`src/rtl/pcu_pkg.sv`:
```
package pcu_pkg;

    typedef enum logic [2:0] {
        CC_EQ  = 3'b000,
        CC_NE  = 3'b001,
        CC_GT  = 3'b010,
        CC_GE  = 3'b011,
        CC_LT  = 3'b100,
        CC_LE  = 3'b101,
        CC_RSV = 3'b110,
        CC_ALW = 3'b111
    } cond_e;

    typedef struct packed {
        logic z;
        logic n;
        logic v;
    } flags_t;

    typedef enum logic [1:0] {
        SEL_SEQ = 2'd0,
        SEL_BR  = 2'd1,
        SEL_JMP = 2'd2
    } sel_e;

    function automatic logic cond_hit(cond_e c, flags_t f);
        logic sless;
        sless = f.n ^ f.v;
        unique case (c)
            CC_EQ:   return f.z;
            CC_NE:   return !f.z;
            CC_GT:   return !f.z && !sless;
            CC_GE:   return !sless;
            CC_LT:   return sless;
            CC_LE:   return f.z || sless;
            CC_ALW:  return 1'b1;
            default: return 1'b0;
        endcase
    endfunction

endpackage

```
`src/rtl/pcu_cond_eval.sv`:
```
module pcu_cond_eval
    import pcu_pkg::*;
(
    input  logic [2:0] cond,
    input  flags_t     flags,
    output logic       hit,
    output logic       reserved
);
    cond_e code;

    always_comb begin
        code     = cond_e'(cond);
        hit      = cond_hit(code, flags);
        reserved = (code == CC_RSV);
    end

    always_comb begin
        AST_RSV_NEVER_HITS: assert (!(reserved && hit));
    end
endmodule

```
`src/rtl/pcu_target_gen.sv`:
```
module pcu_target_gen #(
    parameter int PC_W  = 16,
    parameter int OFF_W = 8
) (
    input  logic [PC_W-1:0]  pc,
    input  logic [OFF_W-1:0] offset,
    input  logic [PC_W-1:0]  jreg,
    output logic [PC_W-1:0]  seq_pc,
    output logic [PC_W-1:0]  br_pc,
    output logic [PC_W-1:0]  jmp_pc
);
    localparam int EXT_W = PC_W - OFF_W - 1;
    localparam logic [PC_W-1:0] STEP = PC_W'(2);

    logic [PC_W-1:0] disp;

    always_comb begin
        disp   = {{EXT_W{offset[OFF_W-1]}}, offset, 1'b0};
        seq_pc = pc + STEP;
        br_pc  = seq_pc + disp;
        jmp_pc = {jreg[PC_W-1:1], 1'b0};
    end
endmodule

```
`src/rtl/pc_next_unit.sv`:
```
module pc_next_unit
    import pcu_pkg::*;
#(
    parameter int PC_W  = 16,
    parameter int OFF_W = 8
) (
    input  logic             clk,
    input  logic             rst,
    input  logic             br_req,
    input  logic             jmp_req,
    input  logic [2:0]       cond,
    input  logic [OFF_W-1:0] offset,
    input  logic [PC_W-1:0]  jreg,
    input  logic             flag_z,
    input  logic             flag_n,
    input  logic             flag_v,
    output logic [PC_W-1:0]  pc,
    output logic [PC_W-1:0]  next_pc,
    output logic             taken,
    output logic             illegal_cond
);
    flags_t          flags;
    logic            hit;
    logic            reserved;
    logic [PC_W-1:0] seq_pc;
    logic [PC_W-1:0] br_pc;
    logic [PC_W-1:0] jmp_pc;
    sel_e            sel;
    logic [PC_W-1:0] pc_q;

    assign flags = '{z: flag_z, n: flag_n, v: flag_v};

    pcu_cond_eval u_cond (
        .cond     (cond),
        .flags    (flags),
        .hit      (hit),
        .reserved (reserved)
    );

    pcu_target_gen #(.PC_W(PC_W), .OFF_W(OFF_W)) u_tgt (
        .pc     (pc_q),
        .offset (offset),
        .jreg   (jreg),
        .seq_pc (seq_pc),
        .br_pc  (br_pc),
        .jmp_pc (jmp_pc)
    );

    always_comb begin
        if (jmp_req)            sel = SEL_JMP;
        else if (br_req && hit) sel = SEL_BR;
        else                    sel = SEL_SEQ;
    end

    always_comb begin
        unique case (sel)
            SEL_JMP: next_pc = jmp_pc;
            SEL_BR:  next_pc = br_pc;
            default: next_pc = seq_pc;
        endcase
        taken        = (sel != SEL_SEQ);
        illegal_cond = br_req && !jmp_req && reserved;
    end

    always_ff @(posedge clk) begin
        if (rst) pc_q <= '0;
        else     pc_q <= next_pc;
    end

    assign pc = pc_q;

    AST_RESET_ZERO: assert property (@(posedge clk) rst |=> pc == '0);
    AST_SEQ_STEP: assert property (@(posedge clk) disable iff (rst)
        (!br_req && !jmp_req) |=> pc == $past(pc) + PC_W'(2));
    AST_ALWAYS_TAKEN: assert property (@(posedge clk) disable iff (rst)
        (br_req && !jmp_req && cond == 3'b111) |-> taken);
    AST_RSV_PULSE: assert property (@(posedge clk) disable iff (rst)
        (br_req && !jmp_req && cond == 3'b110) |-> (!taken && illegal_cond));
    AST_JMP_EVEN: assert property (@(posedge clk) disable iff (rst)
        jmp_req |-> (taken && !next_pc[0] && next_pc[PC_W-1:1] == jreg[PC_W-1:1]));
    AST_JMP_NO_ILLEGAL: assert property (@(posedge clk) disable iff (rst)
        jmp_req |-> !illegal_cond);
endmodule

```
`config.mk`:
```
export PLATFORM = sky130hd
export DESIGN_NAME = pc_next_unit
export DESIGN_NICKNAME = d
export VERILOG_FILES = /design/src/rtl/pcu_pkg.sv /design/src/rtl/pcu_cond_eval.sv /design/src/rtl/pcu_target_gen.sv /design/src/rtl/pc_next_unit.sv
export SDC_FILE = /design/constraint.sdc
export NUM_CORES = 1
export LEC_CHECK = 0
export BUFFER_PORTS_ARGS = -buffer_cell sky130_fd_sc_hd__clkbuf_2
export CORE_UTILIZATION = 58
export CTS_BUF_LIST = sky130_fd_sc_hd__clkbuf_8
export DETAILED_ROUTE_END_ITERATION = 8
export PLACE_DENSITY = 0.89
export SETUP_SLACK_MARGIN = 0.05
export SYNTH_ARGS = -nofsm -noshare
export SYNTH_HDL_FRONTEND = slang
export SYNTH_HIERARCHICAL = 1
export SYNTH_SLANG_ARGS = --single-unit
```
`constraint.sdc`:
```
create_clock -name clk -period 5.5 [get_ports clk]
set_clock_uncertainty 0.15 [all_clocks]
set_input_delay 1.1 -clock clk [delete_from_list [all_inputs] [get_ports clk]]
set_output_delay 1.1 -clock clk [all_outputs]
set_load 0.1 [all_outputs]
```
* After elaboration in Yosys (flattened, before gate mapping)
Cells that the tools add are included.
** Word-level totals
- Input bits :: 34
- Output and inout port bits :: 34
- Word-level logic and storage cells :: 27
- Flip-flop bits (word level) :: 16
** Cells by class
- Equal/unequal tests :: 9
- Mux-type cells :: 4
- Reduce and logical (&&, ||, !) cells :: 10
- Bitwise logic cells :: 1
- $add $sub $neg :: 2
** Operator list (number)
- $pmux W16 S2 :: 1
- $add A16 B16 Y16 :: 1
- $add A16 B2 Y16 const B :: 1
- $eq A3 B3 Y1 const B :: 4
- $pmux W1 S7 :: 1
- $eq A3 B2 Y1 const B :: 2
- $logic_and A1 B1 Y1 :: 4
- $eq A3 B1 Y1 const B :: 1
- $logic_not A1 Y1 :: 3
- $logic_not A3 Y1 :: 1
- $eq A2 B1 Y1 const B :: 1
- $eq A2 B2 Y1 const B :: 1
- $mux W2 :: 1
- $reduce_bool A2 Y1 :: 1
- $logic_or A1 B1 Y1 :: 1
- $mux W1 :: 1
- $xor A1 B1 Y1 :: 1

* Longest topological paths before layout
- Word-level depth :: 9
- Depth in mapped cells :: 15
- Depth with buffers taken out :: 14

* Cells and area by module
Netlist, hierarchy kept.
** Modules (own cells, without submodules)
- pc_next_unit :: sequential area each 320.3 µm², cells each 111, instances 1, area an instance 1082.3 µm²
- pcu_target_gen :: sequential area each 0.0 µm², cells each 143, instances 1, area an instance 1068.5 µm²
- pcu_cond_eval :: sequential area each 0.0 µm², cells each 10, instances 1, area an instance 76.3 µm²

* Least setup slack after synthesis
No wires, ideal clock.
- Path type :: register to output
- From :: register pc_q[1] (netlist: pc[1])
- To :: output port next_pc[15]
- Arrival time :: 5469 ps
- Path slack :: -1219 ps
- Stages on the path, launching flop included :: 15
- Required time :: 4250 ps
- Buffers on the path :: 1
- Cells stage by stage :: dfxtp_1 ha_1 nand3_2 nor2_1 nand2_1 nor2_1 xor2_1 ha_1 clkbuf_1 nand2_1 o21a_1 a32oi_1 xnor2_1 and4bb_1 nor3_1
** On the way
- Word-level cells in the longest chain between the ends :: 3
** RTL lines
- start, declared :: line pc_next_unit.sv:29 : logic [PC_W-1:0] pc_q;
- start signal, assigned :: line pc_next_unit.sv:67 : else pc_q <= next_pc;
- $add A16 B2 Y16 :: line pcu_target_gen.sv:19 : seq_pc = pc + STEP;
- named net seq_pc[11] :: line pc_next_unit.sv:25 : logic [PC_W-1:0] seq_pc;
- $add A16 B16 Y16 :: line pcu_target_gen.sv:20 : br_pc = seq_pc + disp;
- named net br_pc[15] :: line pc_next_unit.sv:26 : logic [PC_W-1:0] br_pc;
- $pmux W16 S2 :: line pc_next_unit.sv:56 : unique case (sel)
- end, declared :: line pc_next_unit.sv:18 : output logic [PC_W-1:0] next_pc,
The timed path passes the listed nets, and every way through them passes these cells.

* Worst setup path after layout
- From :: register pc_q[3] (netlist: pc[3])
- To :: output port next_pc[14]
Same word-level chain as after synthesis.

==> results.cfg <==
[route]
wl_per_cell_um = 15.2
routed_wl_mm = 5.34
viasPerCell = 6.09
final_antenna_net_count = 0
drt_iter0_drc = 129
post-route-drc-count = 0
dr_total_vias = 2143
firstDrtPassIters = 4

[clock_network]
clk_pin_slew_ns = 0.07
cts_tree = done
clock_latency_ns = 0.26
clk_path_buf_depth = 2
holdBufCountCts = 0
clock-root-buffer = clkbuf_8
htreeDepth = 1
postCtsSetupRepairBufs = 0
cts_sinks = 16
numCtsBuffers = 3

[timing]
slew_viol_final = 0
period_share_pct = 95.4
setup_viol = 0
fin_ws_ns = 0.252
fmax_ghz = 0.191
fin_crit_ns = 5.25
hold_viol_final = 0
max_slew_margin_pct = 43.2
worst_pin_slew_ns = 0.852
fin_tns_setup_ns = 0
rsz0062_at_grt = no

[floorplan]
rows = 22
pin_count = 68
die_y_um = 64.0
dieArea_um2 = 4090
coreArea_um2 = 3660
initial_core_util_pct = 60.8
fp.dieW_um = 64.0

[synth]
synth-seq-cells = 16
ys_seq_area_share_pct = 14.4
synth_area_per_cell_um2 = 8.44
synthesis.area_um2 = 2230
synth_top_cell_by_area = dfxtp_1
yosys.area.top_type_share_pct = 14.4
synth_edf_count = 0
postSynthCellCount = 264
synth_fp_nets = 318
yosysWarningCount = 6
synth_area_leaders = dfxtp_1 (14%), ha_1 (11%), and4bb_1 (7.3%), nor4_2 (6.7%), buf_4 (6.4%)
async_flop_share_pct = 0
ys.flop_type = dfxtp_1
yosys.cell_types.count = 42

[critical_path]
start_kind = flip-flop
required_ns = 4.25
arrival_ns = 4.00
cp-end-kind = output port
crit-reg2reg-launch = pc[3]
startpoint = pc[3]
worstPathMaxFanout = 4
path_class = reg -> out

[power]
power.density_nw_per_um2 = 286
ir_drop_mv = 0.144
leakage_nw = 1.17

[finish]
area_growth_pct = 17.0
largest_reg_flops = 16
fin_util_pct = 71.2
diodes = 0
nNetsFinal = 359
layout-drive-gt1-share_pct = 34.5

[outcome]
status = complete, no violations

[run]
drv_cap = 0

[placed_design]
detailed_place_hpwl_mm = 3.90
pre_cts_slack_ns = 0.259
io_buffers = 66
gp_congestion = 0.860

[global_route]
grt_use_total_pct = 27.1
grt_pass1_vias = 1953
antenna_found_initial = 0
grt_pass1_wl_mm = 8.89
overflow = 0
grt_max_degree = 51

[worst_hold_path]
hp-class = reg -> reg
worstHoldStart = pc[0]
synth_stat cells, drive strengths merged (6+ instances only):
cell,number
a211oi,18
a21o,6
a21oi,13
and4bb,13
buf,27
dfxtp,16
ha,19
nand2,10
nand3,9
nor2,9
nor2b,16
nor3,19
nor4,18
o21ai,8
xnor2,14
xor2,13
cells in the final DEF (no fill, tap or decap), types with 2 or more instances in the layout:
cell type and count:
buf_4 5, ha_1 19, and4bb_1 13, nand2_1 10, nor4bb_2 2, nand3_2 2
xnor2_1 14, o21a_1 2, nand3_1 7, mux2i_1 2, and3_1 3, a21o_1 6
a21oi_1 13, nor2_1 9, nor3_2 9, nor4_1 6, nor3_1 5, nor3_4 5
a211oi_1 17, xor2_1 13, dfxtp_1 16, clkbuf_8 4, and3b_1 2, inv_1 5
nor2b_1 16, clkbuf_2 62, o21ai_0 8, nor4_2 12, nand4_1 2
stage by stage:
step	hold WS, ns	instance area [um2]	power, mW	std cells
after detailed placement	0.551	2530	0.628	348
final	0.556	2610	0.745	352
after global placement	0.521	2530	0.620	348
after global routing	0.600	2610	0.780	352
after CTS	0.568	2590	0.741	352
after floorplan	1.03	2330	0.559	264
final cells by class:
cell class / count / area (um2)
Clock buffer: 4 / 55.1
Fill cell: 282 / 1050
Tap cell: 48 / 60.1
Inverter: 5 / 18.8
Sequential cell: 16 / 320
Multi-Input combinational cell: 211 / 1780
Timing Repair Buffer: 68 / 368
cell families (layout without fill, tap and decap cells):
kind of cell / after synthesis / after routing / share of synthesized area [%]
xor gates and xnor gates: 27 / 27 / 10.6
AOI/OAI and AO/OA: 56 / 56 / 17.5
muxes: 2 / 2 / 0.899
and+or+nand+nor: 105 / 105 / 34.0
adders and majority gates: 20 / 20 / 11.6
other: 1 / 1 / 0.168
DFF: 16 / 16 / 14.4
buffers and inverters: 37 / 77 / 10.8
worst max-delay path, cell delays in order, from the launching register on:
cell	delay, ns
dfxtp_1	0.41
nand3_1	0.19
nor3_1	0.45
xor2_1	0.39
ha_1	0.36
and3_1	0.22
o21ai_0	0.27
o2111ai_1	0.19
a21oi_1	0.23
xnor2_1	0.11
nor4bb_2	0.44
nor3_4	0.07
clkbuf_2	0.39
power breakdown:
group	leakage, nW	switching (mW)	internal (mW)
Clock	0.0288	0.0482	0.0638
Sequential	0.133	0.0162	0.128
Combinational	1.01	0.353	0.136
per-layer routing:
metal | track usage, % | vias up | part of all wire (%)
met5 | 0 | - | 0
met4 | 6.53 | 0 | 1.4
met3 | 3.93 | 10 | 4.9
met2 | 48.5 | 73 | 49
met1 | 33.6 | 1002 | 45
li1 | - | 1058 | -
worst paths after layout:
kind                            slack (ns)  cells past startpoint          end
worst min register to register        0.56                      2        pc[0]
worst min-delay path                  0.56                      2        pc[0]
worst max-delay path                  0.25                     12  next_pc[14]
worst max register to register        1.85                     11       pc[14]
timing repair:
item                                   4_1_cts  5_1_grt
resized for setup                            0        3
setup endpoints to repair                    0        3
endpoints found under the hold margin        0        0
Power figures use the tool's default switching activity.
